==> src/rtl/hash_regif_pkg.sv <==
// Shared constants and types of the hash engine register front end.
// Assumes the block word count is at least the digest word count.
package hash_regif_pkg;
    parameter int WORD_W    = 32;
    parameter int ADDR_W    = 8;
    parameter int BLK_WORDS = 16;
    parameter int DIG_WORDS = 5;
    parameter int CMD_W     = 2;

    parameter int BLK_W  = WORD_W * BLK_WORDS;
    parameter int DIG_W  = WORD_W * DIG_WORDS;
    parameter int BIDX_W = $clog2(BLK_WORDS);
    parameter int DIDX_W = $clog2(DIG_WORDS);

    // Address map; the block and digest windows are word-ordered.
    parameter int ADR_ID0  = 'h00;
    parameter int ADR_ID1  = 'h01;
    parameter int ADR_VER  = 'h02;
    parameter int ADR_CMD  = 'h08;
    parameter int ADR_STAT = 'h09;
    parameter int ADR_BLK  = 'h10;
    parameter int ADR_DIG  = 'h20;

    typedef enum logic [2:0] {
        SEL_NONE, SEL_ID0, SEL_ID1, SEL_VER,
        SEL_CMD, SEL_STAT, SEL_BLK, SEL_DIG
    } rsel_e;
endpackage

==> src/rtl/hreg_decode.sv <==
// Address decoder: maps a bus address onto a register group and the
// word index inside the block or digest window.
// Assumes the windows do not overlap.
module hreg_decode
    import hash_regif_pkg::*;
(
    input  logic [ADDR_W-1:0] addr,
    output rsel_e             sel,
    output logic [BIDX_W-1:0] blk_idx,
    output logic [DIDX_W-1:0] dig_idx
);
    int a;
    assign a = int'(addr);

    // Pick the group and the window offset for the current address.
    always_comb begin
        sel     = SEL_NONE;
        blk_idx = '0;
        dig_idx = '0;
        if (a == ADR_ID0) begin
            sel = SEL_ID0;
        end else if (a == ADR_ID1) begin
            sel = SEL_ID1;
        end else if (a == ADR_VER) begin
            sel = SEL_VER;
        end else if (a == ADR_CMD) begin
            sel = SEL_CMD;
        end else if (a == ADR_STAT) begin
            sel = SEL_STAT;
        end else if (a >= ADR_BLK && a < ADR_BLK + BLK_WORDS) begin
            sel     = SEL_BLK;
            blk_idx = BIDX_W'(a - ADR_BLK);
        end else if (a >= ADR_DIG && a < ADR_DIG + DIG_WORDS) begin
            sel     = SEL_DIG;
            dig_idx = DIDX_W'(a - ADR_DIG);
        end
    end
endmodule

==> src/rtl/hreg_cmd.sv <==
// Command register with edge-derived start pulses.
// A pulse fires in the cycle after a write that moves a bit from 0 to 1,
// so a bit left set never restarts the core.
module hreg_cmd
    import hash_regif_pkg::*;
(
    input  logic             clk,
    input  logic             rst_n,
    input  logic             wr_en,
    input  logic [CMD_W-1:0] wdata,
    output logic [CMD_W-1:0] cmd_q,
    output logic             init_pls,
    output logic             next_pls
);
    logic [CMD_W-1:0] cmd_d1;
    logic [CMD_W-1:0] rise;

    // Hold the command bits written by the host.
    always_ff @(posedge clk) begin
        if (!rst_n)     cmd_q <= '0;
        else if (wr_en) cmd_q <= wdata;
    end

    // Keep a one-cycle delayed copy for edge detection.
    always_ff @(posedge clk) begin
        if (!rst_n) cmd_d1 <= '0;
        else        cmd_d1 <= cmd_q;
    end

    assign rise     = cmd_q & ~cmd_d1;
    assign init_pls = rise[0];
    assign next_pls = rise[1];
endmodule

==> src/rtl/hreg_block.sv <==
// Bank of message block words. Word i drives the i-th most significant
// slice of the flat block bus. Assumes single-word writes.
module hreg_block
    import hash_regif_pkg::*;
(
    input  logic              clk,
    input  logic              rst_n,
    input  logic              wr_en,
    input  logic [BIDX_W-1:0] idx,
    input  logic [WORD_W-1:0] wdata,
    output logic [WORD_W-1:0] rd_word,
    output logic [BLK_W-1:0]  block
);
    logic [WORD_W-1:0] word_q [BLK_WORDS];

    for (genvar i = 0; i < BLK_WORDS; i++) begin : g_word
        // Store one block word when its index is written.
        always_ff @(posedge clk) begin
            if (!rst_n)
                word_q[i] <= '0;
            else if (wr_en && idx == BIDX_W'(i))
                word_q[i] <= wdata;
        end
        assign block[BLK_W-1-WORD_W*i -: WORD_W] = word_q[i];
    end

    assign rd_word = word_q[idx];
endmodule

==> src/rtl/hash_regif.sv <==
// Top of the hash engine register front end: decodes single-cycle
// chip-select accesses, holds the block and command registers, and
// returns identification, status, block and digest words combinationally.
// Assumes the core samples core_init/core_next on the next clock edge.
module hash_regif
    import hash_regif_pkg::*;
#(
    parameter logic [WORD_W-1:0] ID_WORD0 = 32'h68617368,
    parameter logic [WORD_W-1:0] ID_WORD1 = 32'h20726567,
    parameter logic [WORD_W-1:0] VER_WORD = 32'h76312e30
) (
    input  logic              clk,
    input  logic              rst_n,
    input  logic              cs,
    input  logic              we,
    input  logic [ADDR_W-1:0] addr,
    input  logic [WORD_W-1:0] wdata,
    output logic [WORD_W-1:0] rdata,
    output logic              core_init,
    output logic              core_next,
    output logic [BLK_W-1:0]  core_block,
    input  logic              core_ready,
    input  logic              core_valid,
    input  logic [DIG_W-1:0]  core_digest
);
    rsel_e             sel;
    logic [BIDX_W-1:0] blk_idx;
    logic [DIDX_W-1:0] dig_idx;
    logic              wr;
    logic              rd;
    logic [CMD_W-1:0]  cmd_q;
    logic [WORD_W-1:0] blk_rd;
    logic [WORD_W-1:0] dig_arr [DIG_WORDS];

    assign wr = cs & we;
    assign rd = cs & ~we;

    hreg_decode u_dec (
        .addr    (addr),
        .sel     (sel),
        .blk_idx (blk_idx),
        .dig_idx (dig_idx)
    );

    hreg_cmd u_cmd (
        .clk      (clk),
        .rst_n    (rst_n),
        .wr_en    (wr && sel == SEL_CMD),
        .wdata    (wdata[CMD_W-1:0]),
        .cmd_q    (cmd_q),
        .init_pls (core_init),
        .next_pls (core_next)
    );

    hreg_block u_blk (
        .clk     (clk),
        .rst_n   (rst_n),
        .wr_en   (wr && sel == SEL_BLK),
        .idx     (blk_idx),
        .wdata   (wdata),
        .rd_word (blk_rd),
        .block   (core_block)
    );

    for (genvar j = 0; j < DIG_WORDS; j++) begin : g_dig
        assign dig_arr[j] = core_digest[DIG_W-1-WORD_W*j -: WORD_W];
    end

    // Return the addressed word on a read, zero otherwise.
    always_comb begin
        rdata = '0;
        if (rd) begin
            case (sel)
                SEL_ID0:  rdata = ID_WORD0;
                SEL_ID1:  rdata = ID_WORD1;
                SEL_VER:  rdata = VER_WORD;
                SEL_CMD:  rdata = WORD_W'(cmd_q);
                SEL_STAT: rdata = WORD_W'({core_valid, core_ready});
                SEL_BLK:  rdata = blk_rd;
                SEL_DIG:  rdata = dig_arr[dig_idx];
                default:  rdata = '0;
            endcase
        end
    end
endmodule

==> config.mk <==
export PLATFORM = sky130hd
export DESIGN_NAME = hash_regif
export DESIGN_NICKNAME = d
export VERILOG_FILES = /design/src/rtl/hash_regif_pkg.sv /design/src/rtl/hreg_decode.sv /design/src/rtl/hreg_cmd.sv /design/src/rtl/hreg_block.sv /design/src/rtl/hash_regif.sv
export SDC_FILE = /design/constraint.sdc
export NUM_CORES = 1
export LEC_CHECK = 0
export BUFFER_PORTS_ARGS = -buffer_cell sky130_fd_sc_hd__buf_4
export CAP_MARGIN = 20
export CORE_AREA = 5 5 290 292
export DETAILED_ROUTE_END_ITERATION = 10
export DIE_AREA = 0 0 295 297
export GPL_TIMING_DRIVEN = 0
export SLEW_MARGIN = 15
export SYNTH_ARGS = -nofsm -noshare
export SYNTH_HDL_FRONTEND = slang
export SYNTH_SLANG_ARGS = --single-unit
==> constraint.sdc <==
create_clock -name clk -period 12.4 [get_ports clk]
set_input_delay 1.24 -clock clk [delete_from_list [all_inputs] [get_ports clk]]
set_output_delay 1.24 -clock clk [all_outputs]
set_load 0.005 [all_outputs]
## Word-level counts from Yosys, hierarchy flattened

Memories as Yosys holds them, arrays and structs flattened.
Cells that the tools add are included.

| word-level totals | value |
|---|---|
| register bits after elaboration | 4 |
| bits in latches | 0 |
| bits in writable memories | 512 |
| memory bits (read-only) | 0 |
| output and inout port bits | 546 |
| logic and storage cells | 170 |
| memories | 1 |

| operators by class | value |
|---|---|
| add/subtract/negate cells | 2 |
| multipliers | 0 |
| divide/modulo/power cells | 0 |
| order comparisons | 5 |
| eq/ne operators | 26 |
| shift operators | 0 |
| muxes and demuxes | 90 |
| bitwise operators | 22 |
| reduce and logical (&&, ||, !) cells | 22 |

Memories:

| name | depth | bits a word | read ports | clocked after Yosys merged registers in | write ports | RTL line | source |
|---|---|---|---|---|---|---|---|
| u_blk.word_q | 16 | 32 | 17 | 0 | 16 | hreg_block.sv:14 | `logic [WORD_W-1:0] word_q [BLK_WORDS];` |

Operators with widths:

| cell | number |
|---|---|
| two-way mux 32 bit | 19 |
| one-hot mux 32 bit (7 select lines) | 1 |
| binary-select mux 32 bit (select 3 bit) | 1 |
| two-way mux 1 bit | 49 |
| two-way mux 3 bit | 14 |
| == test 4 bit, second input constant | 8 |
| zero test 32 bit | 1 |
| two-way mux 4 bit | 6 |
| logical AND 1 bit | 20 |
| == test 4 x 3 -> 1 bit, second input constant | 4 |
| == test 8 x 5 -> 1 bit, second input constant | 2 |
| less-than comparator 8 x 6 -> 1 bit, second input constant | 2 |
| bitwise OR 1 bit | 16 |
| == test 3 bit, second input constant | 4 |
| == test 4 x 2 -> 1 bit, second input constant | 2 |
| == test 8 x 2 -> 1 bit, second input constant | 1 |
| == test 8 x 3 -> 1 bit, second input constant | 1 |
| >= comparator 8 x 5 -> 1 bit, second input constant | 1 |
| >= comparator 8 x 6 -> 1 bit, second input constant | 1 |
| == test 3 x 2 -> 1 bit, second input constant | 2 |
| == test 4 x 1 -> 1 bit, second input constant | 1 |
| >= comparator 4 bit, second input constant | 1 |
| zero test 4 bit | 1 |
| inverter 3 -> 4 bit | 1 |
| 7 further kinds | 8 |

## Longest topological paths before layout

Gate-level depths: netlist (run 1).

| logic depth | value |
|---|---|
| depth after elaboration | 16 |
| depth in mapped cells | 10 |
| gate-level depth less buffers | 6 |

## Cells and area by module

From an unflattened synthesis (run 1), not the netlist that was laid out.

| unflattened totals | value |
|---|---|
| cell total of the unflattened synthesis | 1800 |
| area total of the unflattened synthesis | 25275.5 µm² |

By module, submodules not included:

| module | times used | cells each | area an instance (µm²) | sequential area each (µm²) |
|---|---|---|---|---|
| hreg_block | 1 | 1426 | 22918.2 | 15374.7 |
| hash_regif | 1 | 333 | 2029.4 | 0.0 |
| hreg_decode | 1 | 29 | 190.2 | 0.0 |
| hreg_cmd | 1 | 12 | 137.6 | 80.1 |

## Worst setup path after synthesis (run 1)

OpenSTA, ideal clock, no wires.

| timing | value |
|---|---|
| path kind | input to register |
| start point | input port addr[4] |
| end point | memory u_blk.word_q[6][0] (enable) |
| setup time | 0.466 ns |
| data arrival time | 4.850 ns |
| required time | 11.934 ns |
| setup slack | 7.084 ns |
| stages on the path | 7 |
| path buffers | 4 |
| cells stage by stage | buf_6 or4b_1 buf_2 or3_1 buf_2 buf_2 o21ai_0 |

RTL lines:

| what | RTL line | source |
|---|---|---|
| start, declared | hash_regif.sv:16 | `input logic [ADDR_W-1:0] addr,` |
| end, declared | hreg_block.sv:14 |  |

## Worst setup path after layout (run 1)

| timing | value |
|---|---|
| start point | input port addr[0] |
| end point | output port rdata[28] |

| between the ends | value |
|---|---|
| word-level cells in the longest chain between the ends | 15 |

Ends and longest elaborated chain:

| what | RTL line | source |
|---|---|---|
| >= comparator 8 x 6 -> 1 bit / less-than comparator 8 x 6 -> 1 bit (equally long branches) | hreg_decode.sv:33 | `end else if (a >= ADR_DIG && a < ADR_DIG + DIG_WORDS) begin` |
| logical AND 1 bit | hreg_decode.sv:33 |  |
| two-way mux 3 bit | hreg_decode.sv:33 |  |
| two-way mux 3 bit | hreg_decode.sv:30 | `end else if (a >= ADR_BLK && a < ADR_BLK + BLK_WORDS) begin` |
| two-way mux 3 bit | hreg_decode.sv:28 | `end else if (a == ADR_STAT) begin` |
| two-way mux 3 bit | hreg_decode.sv:26 | `end else if (a == ADR_CMD) begin` |
| two-way mux 3 bit | hreg_decode.sv:24 | `end else if (a == ADR_VER) begin` |
| two-way mux 3 bit | hreg_decode.sv:22 | `end else if (a == ADR_ID1) begin` |
| two-way mux 3 bit | hreg_decode.sv:20 | `if (a == ADR_ID0) begin` |
| inverter 3 -> 4 bit (not written as such) | hash_regif.sv:80 | `SEL_DIG: rdata = dig_arr[dig_idx];` |
| binary-select mux 32 bit (select 3 bit) | hash_regif.sv:80 |  |
| two-way mux 32 bit (not written as such) (2 in a row) | hash_regif.sv:80 |  |
| one-hot mux 32 bit (7 select lines) * | hash_regif.sv:73 | `case (sel)` |
| two-way mux 32 bit * | hash_regif.sv:72 | `if (rd) begin` |
| end, declared | hash_regif.sv:18 | `output logic [WORD_W-1:0] rdata,` |

Every way passes the cells marked *; elsewhere a longest branch is shown, timed or not. The select of a mux whose other input is x is not followed.

==> flow_metrics.tcl, run 1 <==
set metrics [dict create \
    status "finished, final reports clean" \
    cts-root-buf "clkbuf_16" \
    drv_cap 0 \
    cts_hold_buf 0 \
    power_frac_seq_pct 46.8 \
    grt_max_degree 23 \
    antenna_found_initial 13 \
    syn2layout_area_growth_pct 39.1 \
    num_vias 23900 \
    p_sw_share_pct 26.8 \
    first_pass_iters 6 \
    power_switching_w 0.00119 \
    cts_setup_buffers 0 \
    p_leak_nw 13.5 \
    grt_use_total_pct 37.5 \
    tritoncts "done" \
    ff_latch_area_um2 15500 \
    hold_end "u_cmd.cmd_d1[0]" \
    tightest_slew_ns 1.32 \
    synth_seq_cells 516 \
    min_from "u_cmd.cmd_q[0]" \
    wire_per_inst_um 42.3 \
    io_buffer_count 749 \
    layout_common_cells "buf_4 (752), and2_1 (517), edfxtp_1 (512), clkbuf_1 (146), nand2_1 (121)" \
    timing.rr.start "u_cmd.cmd_q[1]" \
    clock_sinks 516 \
    regToRegSetupSlack_ns 11.76 \
    grt_pass1_wl_mm 219 \
    hold_slack_ns 0.524 \
    postLayoutCoreUtil_pct 43.4 \
    final_nets 3160 \
    fin_crit_sh_pct 57.9 \
    synth_compound_area_share_pct 10.8 \
    ys_warn_count 0 \
    clk_latency_ns 0.62 \
    cp_max_fo 10 \
    die_w_um 295 \
    hold_violations 0 \
    syn-cell-area_um2 25400 \
    hp-class "flop to flop" \
    ys_seq_area_share_pct 60.9 \
    relSlewSlack_pct 12.2 \
    fin_setup_tns_ns 0 \
    finalMaxSlewViolations 0 \
    critPathMaxStageDelay_ns 0.96 \
    setup_violations 0 \
    start_util_pct 31.2 \
    grt_use_met3_pct 11.7 \
    rsz0062_at_grt "false" \
    grt_overflow 0 \
    timing.rr.end "u_cmd.cmd_q[1]" \
    hpwl_mm 136 \
    layout_commonest_cell "buf_4" \
    cts_resized 0 \
    pwr-share-comb_pct 13.6 \
    min_period_ns 7.19 \
    clk_pin_slew_worst_paths_ns 0.07 \
    min_path_cells 1 \
    core.rowCount 105 \
    grt_pass1_vias 23400 \
    routed_wl_mm 173 \
    crit_chain "buf_4, buf_2, buf_1, clkbuf_1, o22ai_1, o21ai_0, nand4b_1, a31oi_1, buf_4" \
    critPathCaptureType "output pin" \
    netlist.area_leader.share_pct 60.6 \
    cts_made_buffers 55 \
    io_pins 752 \
    clockBufferDepth 3 \
    crit_arrival_ns 5.95 \
    synth_ff_type "edfxtp_1" \
    crit_slowest_cell "clkbuf_1" \
    dpl_worst_slack_ns 5.45 \
    ant_nets 0 \
    timing.fmax_ghz 0.139 \
    synth.area.top_cells "edfxtp_1 (61%), and2_1 (13%), mux2_2 (3.7%), o21ai_0 (2.4%), clkbuf_1 (2.2%)" \
    internal-power_w 0.00326 \
    synth-simple-area-share_pct 18.0 \
    synth_fp_nets 2313 \
    gr-usage-met1_pct 43.7 \
    die_h_um 297 \
    total_power_w 0.00446 \
    crit_required_ns 11.16 \
    synth_mux_area_share_pct 6.94 \
    synth_top_family_by_area "simple AND/OR/NAND/NOR gates" \
    p_clk_share_pct 39.6 \
    syn_area_per_cell_um2 12.0 \
    multiInputGateArea_um2 9270 \
    synth-edff-count 512 \
    synth_fa_ha_area_share_pct 0 \
    drc_errors 0 \
    die_area_um2 87600 \
    drt_iter0_drc 3388 \
    crit_path_frequent_cell "buf_4" \
    busiest_layer "met2" \
    place.gp.congestion 0.953 \
    fin_ws_ns 5.21 \
    h-tree-depth 2 \
    synth_cell_types 55 \
    start_kind "primary input" \
    synth_xor_area_share_pct 0 \
    synth_area_leader_cell "edfxtp_1" \
    finClkSkew_ns 0.000608 \
    powerDensity_nw_per_um2 126 \
    grt_use_met2_pct 62.0 \
    drive_gt1_share_pct 35.2 \
    critPathKind "primary input to output pin" \
    avgViaCountPerCell 5.85 \
    reg2regPathDepth 2 \
    synthCells 2107 \
    ir_drop_mv 0.107 \
    fill_cells 7846 \
    fp.coreArea_um2 81300 \
    synth-async-reset-ratio_pct 0 \
]
-- sequential cells by signal, indices dropped and copies added, names as in the netlist --
register      count
u_blk.word_q    512
u_cmd.cmd_d1      2
u_cmd.cmd_q       2
-- worst max path at each step --
stage | from | depth (start not counted) | to | slack, ns
floorplan | addr[4] | 7 | u_blk.word_q[6][0] | 7.08
global route | addr[0] | 10 | rdata[31] | 5.41
global placement | addr[5] | 6 | u_blk.word_q[12][4] | 2.51
CTS | addr[0] | 10 | rdata[31] | 5.44
detailed placement | addr[0] | 10 | rdata[31] | 5.45
finish | addr[0] | 9 | rdata[28] | 5.21
-- area by class of cell --
cell class | instances | area share (%)
inverters | 12 | 0.128
multi-input cells | 1386 | 26.3
diodes | 10 | 0.0709
clock inverters | 39 | 1.30
flip-flops and latches | 516 | 43.8
clock buffers | 63 | 4.04
plain buffers | 193 | 2.28
well taps | 1070 | 3.79
repair buffers | 790 | 18.3
-- cell families (layout without fill, tap and decap cells) --
group                  count (synthesis)  in the layout
DFF                                  516            516
muxes                                143            143
AOI/OAI and AO/OA                    443            443
other                                  0             10
buffers and inverters                205           1097
and+or+nand+nor                      800            800
-- metrics by stage --
step / cell area (um^2) / instances
2_1_floorplan: 25400 / 2107
3_3_place_gp: 32300 / 3926
3_5_place_dp: 33300 / 3964
4_1_cts: 35200 / 4066
5_1_grt: 35300 / 4070
6_report: 35300 / 4079
-- critical path, delay by kind of cell --
family | cells | cell delay (ns)
AO/OA/AOI/OAI | 3 | 1.49
buffers and inverters | 5 | 2.70
AND/OR/NAND/NOR | 1 | 0.47
-- per-layer routing --
layer	part of all wire [%]	vias up	wire [um]
li1	-	9507	-
met1	35	12100	59700
met2	47	1886	81600
met3	12	399	19900
met4	6.6	4	11400
met5	0.015	-	26
-- synth_stat cells, types with 2 or more instances --
master	number
o21ai_0	120
nand3_1	57
a31oi_1	43
buf_2	29
a32oi_1	2
buf_6	3
nor3_1	7
mux2i_1	42
a21oi_1	104
nor2b_1	4
or2_2	9
or4b_1	2
o2111ai_1	16
buf_1	11
a221oi_1	2
o32a_1	4
o221ai_1	34
o32ai_1	10
clkbuf_1	147
nand2_1	121
nor2_1	42
nor3_4	2
nand2b_1	5
a22oi_1	5
or3_1	6
dfxtp_1	4
nand4_1	15
a211oi_1	4
mux4_2	18
edfxtp_1	512
and2_1	517
o31ai_1	3
o22ai_1	71
buf_4	2
mux2_2	83
nand4b_1	6
inv_1	11
nor4b_1	2
o211ai_1	16
-- power groups by stage --
stage | registers (W) | logic (W) | clock network, W
after floorplan | 0.00209 | 0.000153 | 0
after global placement | 0.00213 | 0.000561 | 0
after detailed placement | 0.00212 | 0.000596 | 0
after CTS | 0.00208 | 0.000598 | 0.00176
after global routing | 0.00209 | 0.000616 | 0.00183
final | 0.00208 | 0.000608 | 0.00176
(Power assumes the default switching activity.)
==> inputs of run 2 (changes only) <==
--- a/config.mk
+++ b/config.mk
@@ -5,11 +5,12 @@
 export SDC_FILE = /design/constraint.sdc
 export NUM_CORES = 1
 export LEC_CHECK = 0
+export ABC_AREA = 1
 export BUFFER_PORTS_ARGS = -buffer_cell sky130_fd_sc_hd__buf_4
 export CAP_MARGIN = 20
-export CORE_AREA = 5 5 290 292
+export CORE_AREA = 5 5 288 290
 export DETAILED_ROUTE_END_ITERATION = 10
-export DIE_AREA = 0 0 295 297
+export DIE_AREA = 0 0 293 295
 export GPL_TIMING_DRIVEN = 0
 export SLEW_MARGIN = 15
 export SYNTH_ARGS = -nofsm -noshare
==> constraint.sdc (replaced) <==
create_clock -name clk -period 5.9 [get_ports clk]
set_input_delay 0.59 -clock clk [delete_from_list [all_inputs] [get_ports clk]]
set_output_delay 0.59 -clock clk [all_outputs]
set_load 0.005 [all_outputs]
==> run 2 against run 1 <==
Effect of this change:
- critical path depth up 7
- synthesized cell count up 49%
- core utilization up 1.3 points
- critical endpoint is now rdata[30]
- largest power group unchanged
- highest routed layer unchanged
==> flow_metrics.tcl, run 2 <==
set metrics [dict create \
    status "finished, final reports clean" \
    ir_drop_mv 0.222 \
    routed_wl_mm 161 \
    synth_ff_type "edfxtp_1" \
    num_vias 26500 \
    grt_pass1_wl_mm 210 \
    relSlewSlack_pct 16.2 \
    place.gp.congestion 0.954 \
    start_kind "primary input" \
    clockBufferDepth 3 \
    largest_register_ffs 512 \
    reg2regPathDepth 2 \
    drt_iter0_drc 2954 \
    grt_overflow 0 \
    postPlaceCellArea_um2 34000 \
    synth-edff-count 512 \
    hpwl_mm 127 \
    cts_hold_buf 0 \
    cp_max_fo 10 \
    multiInputGateArea_um2 8490 \
    clk_pin_slew_worst_paths_ns 0.06 \
    synth_cell_types 34 \
    cts-root-buf "clkbuf_16" \
    synth_seq_cells 516 \
    setup_violations 0 \
    tritoncts "done" \
    grt_max_degree 23 \
    min_from "wdata[27]" \
    largest-register "u_blk.word_q" \
    drive_gt1_share_pct 25.9 \
    finClkSkew_ns 0.000590 \
    ys_warn_count 0 \
    cts_setup_buffers 0 \
    clock_sinks 516 \
    crit_arrival_ns 4.12 \
    synthCells 3146 \
    fin_setup_tns_ns 0 \
    crit_start "addr[6]" \
    crit_family "simple AND/OR/NAND/NOR gates" \
    cp.depth 16 \
    io_buffer_count 749 \
    netlist.area_leader.share_pct 58.0 \
    layout_commonest_cell "buf_4" \
    stdcell_area_um2 35800 \
    syn2layout_area_growth_pct 35.0 \
    antenna_found_initial 7 \
    ff_latch_area_um2 15500 \
    die_h_um 295 \
    grt_use_total_pct 35.4 \
    syn-cell-area_um2 26500 \
    syn_area_per_cell_um2 8.43 \
    hold_slack_ns 0.413 \
    critPathMaxStageDelay_ns 0.93 \
    core.rowCount 104 \
    finalMaxSlewViolations 0 \
    crit_path_frequent_cell "nand2_1" \
    ys_seq_area_share_pct 58.3 \
    critPathKind "primary input to output pin" \
    critPathCapture "rdata[30]" \
    hp-class "primary input to flop" \
    powerDensity_nw_per_um2 253 \
    io_pins 752 \
    fin_crit_sh_pct 79.8 \
    crit_chain "buf_4, inv_1, nand2_2, nor2_4, nand2_1, nor2_1, buf_2, nand2_1, nand3b_1, nand2_1, nand2_1, o21ai_1, nand3_1, nand2_1, inv_1, buf_4" \
    drv_cap 0 \
    grt_pass1_vias 25200 \
    rsz0062_at_grt "false" \
    layout_common_cells "buf_4 (756), nand2_1 (733), nor2_1 (640), edfxtp_1 (512), inv_1 (463)" \
    synth.area.top_cells "edfxtp_1 (58%), nand2_1 (11%), nor2_1 (9.1%), inv_1 (6.6%), nand3_1 (3.9%)" \
    critPathCaptureType "output pin" \
    synth_most_common_cell "nand2_1" \
    crit_required_ns 5.31 \
    wire_per_inst_um 31.7 \
    die_area_um2 86400 \
    timing.rr.end "u_cmd.cmd_q[1]" \
    drc_errors 0 \
    start_util_pct 33.1 \
    ant_nets 0 \
    first_pass_iters 6 \
    crit_slowest_cell "nor2_1" \
    die_w_um 293 \
    clk_latency_ns 0.59 \
    tightest_slew_ns 1.26 \
    worst-path-buf-inv 5 \
    p_leak_nw 17.0 \
    synth_fp_nets 3352 \
    synth-async-reset-ratio_pct 0 \
    cts_made_buffers 55 \
    cts_resized 0 \
    regToRegSetupSlack_ns 5.15 \
    hold_violations 0 \
    synthTopCellsByCount "nand2_1 (742), nor2_1 (640), edfxtp_1 (512)" \
    avgViaCountPerCell 5.22 \
    timing.fmax_ghz 0.212 \
    synth_area_leader_cell "edfxtp_1" \
    final_nets 4180 \
    min_period_ns 4.71 \
    fill_cells 8055 \
    fp.coreArea_um2 80000 \
    timing.rr.start "u_cmd.cmd_q[1]" \
    reg.largest.list "u_blk.word_q: 512 flops, u_cmd.cmd_d1: 2 flops, u_cmd.cmd_q: 2 flops" \
    h-tree-depth 2 \
]
[run 2: kinds of logic (layout without fill, tap and decap cells)]
logic type	Yosys count	count (layout)	share of synthesized area, %
simple gates	1705	1705	26.6
flops	516	516	58.3
compound gates	244	244	5.02
other cells	0	2	0
buf+inv	681	1552	10.1
[run 2: per-layer routing]
metal,share of wire (%),GRT usage [%]
met1,35,40.6
met2,48,60.5
met3,11,10.1
met4,6.5,18.6
met5,0.0093,0
[run 2: report_power, final]
group	leakage, nW	switching, W	total, W	internal, W
clock network	0.866	0.00153	0.00354	0.00201
logic	11.2	0.000688	0.00114	0.000455
registers	4.89	0.000146	0.00436	0.00421
total	17.0	0.00237	0.00904	0.00668
[run 2: how the worst min path moves through the flow]
stage | depth (start not counted) | slack (ns) | to
after floorplan | 2 | 0.43 | u_cmd.cmd_d1[0]
after CTS | 3 | 0.39 | u_blk.word_q[2][27]
final | 3 | 0.41 | u_blk.word_q[2][27]
after global routing | 3 | 0.42 | u_blk.word_q[15][31]
after detailed placement | 2 | 0.47 | u_cmd.cmd_d1[1]
after global placement | 2 | 0.46 | u_cmd.cmd_d1[1]
[run 2: layout make-up]
type	instances	area share [%]
diodes	2	0.0140
plain buffers	195	2.40
clock buffers	67	3.97
clock inverters	33	0.943
inverters	486	5.09
multi-input cells	1949	23.7
flip-flops and latches	516	43.2
well taps	1060	3.70
repair buffers	771	17.0
[run 2: worst register-to-register path, cell delays in order, from the launching register on]
cell,delay (ns)
dfxtp_1,0.39
o21ai_0,0.12
a21oi_1,0.17
[run 2: stage by stage]
step | cells | util (%) | total power (W) | worst slack (ns)
after floorplan | 3146 | - | 0.00474 | 1.61
after global placement | 4955 | 41.8 | 0.00554 | -2.76
after detailed placement | 4976 | 42.5 | 0.00556 | 1.16
after CTS | 5076 | 44.7 | 0.00903 | 1.15
after global routing | 5078 | 44.7 | 0.00925 | 1.25
final | 5079 | 44.7 | 0.00904 | 1.19
